### src/rtl/intr_status_pkg.sv
package intr_status_pkg;

  localparam int ADDR_W = 3;

  localparam logic [ADDR_W-1:0] ADDR_STATUS = 3'd0;
  localparam logic [ADDR_W-1:0] ADDR_ENABLE = 3'd1;
  localparam logic [ADDR_W-1:0] ADDR_DMA    = 3'd2;
  localparam logic [ADDR_W-1:0] ADDR_VECTOR = 3'd3;
  localparam logic [ADDR_W-1:0] ADDR_TEST   = 3'd4;

  typedef enum logic [2:0] {
    SEL_STATUS = 3'd0,
    SEL_ENABLE = 3'd1,
    SEL_DMA    = 3'd2,
    SEL_VECTOR = 3'd3,
    SEL_ZERO   = 3'd4
  } rd_sel_e;

  typedef struct packed {
    logic    wrStatus;
    logic    wrEnable;
    logic    wrDma;
    logic    wrTest;
    logic    rdVector;
    logic    rdAny;
    rd_sel_e rdSel;
  } strobe_t;

endpackage

### src/rtl/intr_prio_enc.sv
module intr_prio_enc #(
  parameter int WIDTH = 16,
  localparam int IDX_W = $clog2(WIDTH)
) (
  input  logic [WIDTH-1:0] reqVec,
  output logic             anyReq,
  output logic [IDX_W-1:0] lowIdx
);
  // Scan from the top down so the last hit is the lowest index.
  always_comb begin
    anyReq = 1'b0;
    lowIdx = '0;
    for (int i = WIDTH - 1; i >= 0; i--) begin
      if (reqVec[i]) begin
        anyReq = 1'b1;
        lowIdx = IDX_W'(i);
      end
    end
  end
endmodule

### src/rtl/intr_status_ctrl.sv
module intr_status_ctrl
  import intr_status_pkg::*;
(
  input  logic              regWrEn,
  input  logic              regRdEn,
  input  logic [ADDR_W-1:0] regAddr,
  output strobe_t           strb
);
  logic rdOk;

  // A write in the same cycle suppresses the read.
  assign rdOk = regRdEn && !regWrEn;

  always_comb begin
    strb          = '0;
    strb.wrStatus = regWrEn && (regAddr == ADDR_STATUS);
    strb.wrEnable = regWrEn && (regAddr == ADDR_ENABLE);
    strb.wrDma    = regWrEn && (regAddr == ADDR_DMA);
    strb.wrTest   = regWrEn && (regAddr == ADDR_TEST);
    strb.rdVector = rdOk && (regAddr == ADDR_VECTOR);
    strb.rdAny    = rdOk;
    unique case (regAddr)
      ADDR_STATUS: strb.rdSel = SEL_STATUS;
      ADDR_ENABLE: strb.rdSel = SEL_ENABLE;
      ADDR_DMA:    strb.rdSel = SEL_DMA;
      ADDR_VECTOR: strb.rdSel = SEL_VECTOR;
      default:     strb.rdSel = SEL_ZERO;
    endcase
  end
endmodule

### src/rtl/intr_status_dp.sv
module intr_status_dp
  import intr_status_pkg::*;
#(
  parameter int DATA_W     = 16,
  parameter bit NEWER_VAR  = 1'b1,
  parameter int RX_RDY_BIT = 3,
  parameter int TX_RDY_BIT = 4,
  parameter int RX_DMA_BIT = 15,
  parameter int TX_DMA_BIT = 7,
  parameter int BUSY_BIT   = 12,
  parameter int TEST_BIT   = 11
) (
  input  logic              clk,
  input  logic              rstN,
  input  strobe_t           strb,
  input  logic [DATA_W-1:0] wrData,
  input  logic [DATA_W-1:0] setFlags,
  input  logic              busBusy,
  output logic [DATA_W-1:0] rdData,
  output logic              irqOut,
  output logic              rxDmaReq,
  output logic              txDmaReq
);
  localparam int IDX_W = $clog2(DATA_W);
  localparam logic [DATA_W-1:0] ONE        = DATA_W'(1);
  localparam logic [DATA_W-1:0] STORE_MASK = ~(ONE << BUSY_BIT);
  localparam logic [DATA_W-1:0] EN_MASK    = NEWER_VAR ? DATA_W'(6'h3F) : DATA_W'(5'h1F);
  localparam logic [DATA_W-1:0] W1C_MASK   = DATA_W'(6'h27);
  localparam logic [DATA_W-1:0] FORCE_MASK = DATA_W'(6'h3F);
  localparam logic [DATA_W-1:0] DMA_MASK   = (ONE << RX_DMA_BIT) | (ONE << TX_DMA_BIT);
  localparam logic [DATA_W-1:0] RDY_MASK   = (ONE << RX_RDY_BIT) | (ONE << TX_RDY_BIT);

  logic [DATA_W-1:0] status, enable, dmaEn;
  logic [DATA_W-1:0] statusNext, enableNext, dmaNext;
  logic [DATA_W-1:0] pending, vecClr, swClr, forceSet, vecCode, rdMux;
  logic              vecFound;
  logic [IDX_W-1:0]  vecIdx;

  assign pending = status & enable;

  intr_prio_enc #(.WIDTH(DATA_W)) prioEnc_i (
    .reqVec(pending),
    .anyReq(vecFound),
    .lowIdx(vecIdx)
  );

  assign vecCode = vecFound ? (DATA_W'(vecIdx) + ONE) : '0;
  assign vecClr  = (strb.rdVector && vecFound) ? (ONE << vecIdx) : '0;
  assign swClr   = strb.wrStatus ? (wrData & W1C_MASK) : '0;

  generate
    if (NEWER_VAR) begin : g_force
      assign forceSet = (strb.wrTest && wrData[TEST_BIT]) ? FORCE_MASK : '0;
    end else begin : g_noforce
      assign forceSet = '0;
    end
  endgenerate

  // Set sources are ORed in after the clears so a set always wins.
  assign statusNext = ((status & ~(vecClr | swClr)) | setFlags | forceSet) & STORE_MASK;

  always_comb begin
    enableNext = enable;
    dmaNext    = dmaEn;
    if (strb.wrEnable) enableNext = wrData & EN_MASK;
    if (strb.wrDma) begin
      dmaNext = wrData & DMA_MASK;
      if (wrData[RX_DMA_BIT]) enableNext[RX_RDY_BIT] = 1'b0;
      if (wrData[TX_DMA_BIT]) enableNext[TX_RDY_BIT] = 1'b0;
    end
  end

  always_comb begin
    unique case (strb.rdSel)
      SEL_STATUS: rdMux = status | (DATA_W'(busBusy) << BUSY_BIT);
      SEL_ENABLE: rdMux = enable;
      SEL_DMA:    rdMux = dmaEn;
      SEL_VECTOR: rdMux = vecCode;
      default:    rdMux = '0;
    endcase
  end

  always_ff @(posedge clk) begin
    if (!rstN) begin
      status   <= '0;
      enable   <= '0;
      dmaEn    <= '0;
      rdData   <= '0;
      irqOut   <= 1'b0;
      rxDmaReq <= 1'b0;
      txDmaReq <= 1'b0;
    end else begin
      status   <= statusNext;
      enable   <= enableNext;
      dmaEn    <= dmaNext;
      if (strb.rdAny) rdData <= rdMux;
      irqOut   <= |pending;
      rxDmaReq <= dmaEn[RX_DMA_BIT] & status[RX_RDY_BIT];
      txDmaReq <= dmaEn[TX_DMA_BIT] & status[TX_RDY_BIT];
    end
  end

  assert_rx_gate_R3: assert property (@(posedge clk) disable iff (!rstN)
    rxDmaReq |-> $past(dmaEn[RX_DMA_BIT]));
  assert_tx_gate_R3: assert property (@(posedge clk) disable iff (!rstN)
    txDmaReq |-> $past(dmaEn[TX_DMA_BIT]));
  assert_dma_masks_ie_R4: assert property (@(posedge clk) disable iff (!rstN)
    (strb.wrDma && wrData[RX_DMA_BIT]) |=> !enable[RX_RDY_BIT]);
  assert_rdy_kept_R5: assert property (@(posedge clk) disable iff (!rstN)
    strb.wrStatus |=> ((status & $past(status) & RDY_MASK) == ($past(status) & RDY_MASK)));
  assert_vec_single_R2: assert property (@(posedge clk) disable iff (!rstN)
    strb.rdVector |=> ($countones($past(status) & ~status) <= 1));
  assert_busy_unstored_R8: assert property (@(posedge clk) disable iff (!rstN)
    !status[BUSY_BIT]);
  assert_set_wins_R9: assert property (@(posedge clk) disable iff (!rstN)
    ((setFlags & STORE_MASK) != '0) |=>
      ((status & $past(setFlags & STORE_MASK)) == $past(setFlags & STORE_MASK)));

  generate
    if (NEWER_VAR) begin : g_force_chk
      assert_selftest_R7: assert property (@(posedge clk) disable iff (!rstN)
        (strb.wrTest && wrData[TEST_BIT]) |=> ((status & FORCE_MASK) == FORCE_MASK));
    end
  endgenerate
endmodule

### src/rtl/intr_status_unit.sv
module intr_status_unit
  import intr_status_pkg::*;
#(
  parameter int DATA_W    = 16,
  parameter bit NEWER_VAR = 1'b1
) (
  input  logic              clk,
  input  logic              rstN,
  input  logic              regWrEn,
  input  logic              regRdEn,
  input  logic [ADDR_W-1:0] regAddr,
  input  logic [DATA_W-1:0] regWrData,
  output logic [DATA_W-1:0] regRdData,
  input  logic [DATA_W-1:0] setFlags,
  input  logic              busBusy,
  output logic              irqOut,
  output logic              rxDmaReq,
  output logic              txDmaReq
);
  strobe_t strb;

  intr_status_ctrl ctrl_i (
    .regWrEn(regWrEn),
    .regRdEn(regRdEn),
    .regAddr(regAddr),
    .strb(strb)
  );

  intr_status_dp #(.DATA_W(DATA_W), .NEWER_VAR(NEWER_VAR)) dp_i (
    .clk(clk),
    .rstN(rstN),
    .strb(strb),
    .wrData(regWrData),
    .setFlags(setFlags),
    .busBusy(busBusy),
    .rdData(regRdData),
    .irqOut(irqOut),
    .rxDmaReq(rxDmaReq),
    .txDmaReq(txDmaReq)
  );

  assert_no_rd_on_wr_R11: assert property (@(posedge clk) disable iff (!rstN)
    (regWrEn && regRdEn) |=> $stable(regRdData));
endmodule

### config.mk
export PLATFORM = sky130hd
export DESIGN_NAME = intr_status_unit
export DESIGN_NICKNAME = d
export VERILOG_FILES = /design/src/rtl/intr_status_pkg.sv /design/src/rtl/intr_prio_enc.sv /design/src/rtl/intr_status_ctrl.sv /design/src/rtl/intr_status_dp.sv /design/src/rtl/intr_status_unit.sv
export SDC_FILE = /design/constraint.sdc
export NUM_CORES = 1
export LEC_CHECK = 0
export BUFFER_PORTS_ARGS = -buffer_cell sky130_fd_sc_hd__buf_4
export CORE_UTILIZATION = 54
export DETAILED_ROUTE_END_ITERATION = 8
export PLACE_DENSITY = 0.82
export SKIP_LAST_GASP = 1
export SLEW_MARGIN = 5
export SYNTH_ARGS = -nofsm -noshare
export SYNTH_HDL_FRONTEND = slang
export SYNTH_SLANG_ARGS = --single-unit
### constraint.sdc
create_clock -name clk -period 3.7 [get_ports clk]
set_input_delay 0.37 -clock clk [delete_from_list [all_inputs] [get_ports clk]]
set_output_delay 0.37 -clock clk [all_outputs]
set_load 0.05 [all_outputs]
==> out/qor.csv <==
stage,metric,value,unit
clocking,clkSlewWorstSetupHoldPaths,120,ps
power,p_int,611,µW
clocking,clk_latency,340,ps
global_routing,grt_max_degree,42,
synthesis,synth_cells,192,
layout,fillers,301,
clocking,cts_hold_buf,0,
drt,route.detailed.wl_per_inst,14.0,µm
sta,hold_viol_final,0,
drt,drc,0,
layout,n_antenna_cell,0,
sta,skew,9.18,ps
drt,firstDrtPassIters,4,
sta,clock.fmax,0.489,GHz
sta,timing.final.crit_period,2050,ps
setup_path,worst-path-buf-inv,0,
sta,rsz0062_at_grt,no,
synthesis,synth.distinct_cells,41,
setup_path,crit_type,reg2reg,
synthesis,syn-cell-area,1910,µm²
power,p_leak,0.000958,µW
global_routing,grt_overflow_total,0,
clocking,cts-resized-gates,0,
global_routing,grt_pass1_vias,1404,
floorplan,core,3360,µm²
floorplan,die_w,61.5,µm
synthesis,syn-num-nets,235,
sta,setup_slack,1650,ps
setup_path,critPathTopFamily,simple AND/OR/NAND/NOR gates,
sta,finalSetupTns,0,ps
setup_path,crit_top_cell,or3_1,
power,p_clk_frac,0.287,
min_path,min_path_type,in2reg,
floorplan,pin_count,59,
placed_design,dp_hpwl,2920,µm
power,pwr-share-seq,0.588,
setup_path,crit_path_top_delay_cell,or3_1,
placed_design,place_worst_setup_slack,1610,ps
layout,nets,283,
clocking,cts_buffers,5,
drt,routed_wirelength,4030,µm
power,p_sw_frac,0.251,
setup_path,worstSetupStartpoint,dp_i.status[3]$_SDFF_PN0_,
synthesis,yosys.area.top_type,dfxtp_1,
synthesis,ys_seq_elements,42,
floorplan,die_h,61.5,µm
clocking,cts.sinks,42,
setup_path,start_kind,register,
layout,finalInstanceArea,2360,µm²
setup_path,path_cells,a22o_1 -> a31oi_1 -> or3_1 -> ha_1 -> or3_1 -> a21oi_1,
clocking,cts_setup_buffers,0,
sta,maxSlewHeadroom,0.434,
power,comb_power_share,0.124,
power,powerDensity,346,nW/µm²
setup_path,required,3980,ps
setup_path,critPathMaxFanout,5,
power,ir_worst_vdd,0.000239,V
floorplan,floorplan.die_area,3780,µm²
global_routing,grt_pass1_wl,6350,µm
synthesis,synth_common_cells,"dfxtp_1 (42), nor2b_1 (18), a22oi_1 (16)",
layout,area_growth,23.3,%
drt,drtIter0Drc,100,
synthesis,ys_async_sr_fraction,0,
synthesis,yosys_warnings,0,
floorplan,rows,21,
clocking,root_buffer,clkbuf_4,
drt,vias,1562,
placed_design,io_buffer_count,50,
sta,setup_viol,0,
synthesis,synthTopCellsByArea,"dfxtp_1 (44%), a22oi_1 (6.3%), nor2b_1 (5.9%), mux2_2 (4.1%), mux2i_1 (3.7%)",
clocking,cts_buffer_depth,2,
drt,drtAntennaViolNets,0,
synthesis,yosysMostFrequentCell,dfxtp_1,
floorplan,start_util,0.569,
placed_design,finalWeightedCongestion,0.905,
sta,finalCritPeriodShare,0.553,
drt,vias_per_cell,5.44,
global_routing,grt_usage,0.233,
clocking,cts_tree,done,
run_status,outcome,finished clean,
power,p_total,816,µW
global_routing,antenna_found_initial,0,
synthesis,ys_seq_area_frac,0.440,
power,p_sw,205,µW
synthesis,syn_area_per_cell,9.96,µm²
flow_run,drv_cap,0,
layout,drive_above_1_share,0.299,
sta,tightest_slew,843,ps
setup_path,arrival,2330,ps
layout,fin_util,0.701,
clocking,cts_max_level,2,
min_path,worstHoldStart,setFlags[13],
placed_design,placed_cell_area,2290,µm²
sta,drv_slew,0,
synthesis,synth_flop_cell,dfxtp_1,
synthesis,synth_top_area_share,0.440,
setup_path,crit_path_end_kind,register,
setup_path,cpPeakStageDelay,450,ps
setup_path,r2r_start,dp_i.status[3]$_SDFF_PN0_,
synthesis,synth_edf_count,0,
worst register-to-register path, stage by stage, from the launching register on:
cell and delay [ps]:
dfxtp_1 440, a22o_1 210, a31oi_1 60, or3_1 450, ha_1 300, or3_1 390, a21oi_1 140
path summary, 6_finish.rpt:
check / depth (start not counted) / endpoint / slack, ps
worst max-delay path: 6 / dp_i.rdData[1]$_SDFFE_PN0P_ / 1650
worst min-delay path: 2 / dp_i.status[13]$_SDFF_PN0_ / 220
worst max register to register: 6 / dp_i.rdData[1]$_SDFFE_PN0P_ / 1650
worst min register to register: 1 / dp_i.status[10]$_SDFF_PN0_ / 470
power groups by stage:
stage                     clock [µW]  combinational (µW)  sequential (µW)
after floorplan                    0                57.1              493
final                            234                 102              480
after CTS                        239                 102              480
after detailed placement           0                 102              490
after global routing             261                 111              482
after global placement             0                 100              489
per-layer routing:
layer	part of all wire	global-route usage
met2	0.48	0.373
met5	0	0
met1	0.45	0.304
met4	0.0040	0.0667
met3	0.069	0.0693
sequential cells by signal (all words and copies together), names as in the netlist:
name           cells
dp_i.rdData       16
dp_i.status       15
dp_i.enable        6
dp_i.dmaEn         2
dp_i.irqOut        1
dp_i.rxDmaReq      1
dp_i.txDmaReq      1
cell usage in the layout (no fill, tap or decap), types with 2 or more instances in the layout:
master	count
a21oi_1	4
mux2i_1	7
mux2_2	7
o21ai_0	3
o21a_1	9
o31ai_1	4
nor2b_1	18
inv_1	7
a21boi_0	3
or3_1	2
clkbuf_4	5
dfxtp_1	42
and3_1	2
a22o_1	3
o31a_1	3
ha_1	3
a31oi_1	7
nor3_1	4
nand2_1	12
nor2_1	10
buf_4	50
a22oi_1	16
area by class of cell:
| cell class | count | area, µm² | area share |
|---|---|---|---|
| Clock inverter | 2 | 12.5 | 0.00531 |
| Tap cell | 46 | 57.6 | 0.0244 |
| Sequential cell | 42 | 841 | 0.356 |
| Inverter | 7 | 26.3 | 0.0111 |
| Timing Repair Buffer | 50 | 375 | 0.159 |
| Clock buffer | 6 | 51.3 | 0.0218 |
| Multi-Input combinational cell | 134 | 995 | 0.422 |
stage by stage:
stage / hold slack, ps / std cells
floorplan: 428 / 192
global placement: 435 / 279
global route: 185 / 287
finish: 216 / 287
CTS: 206 / 287
detailed placement: 448 / 279
cells by family after synthesis:
family	synth area share
multiplexers	0.0778
AND/OR/NAND/NOR	0.215
AO/OA/AOI/OAI	0.207
flip-flops	0.440
buffers and inverters	0.0405
adder cells (fa/ha/maj)	0.0196
Note: power is estimated with default switching activity, not from simulation.
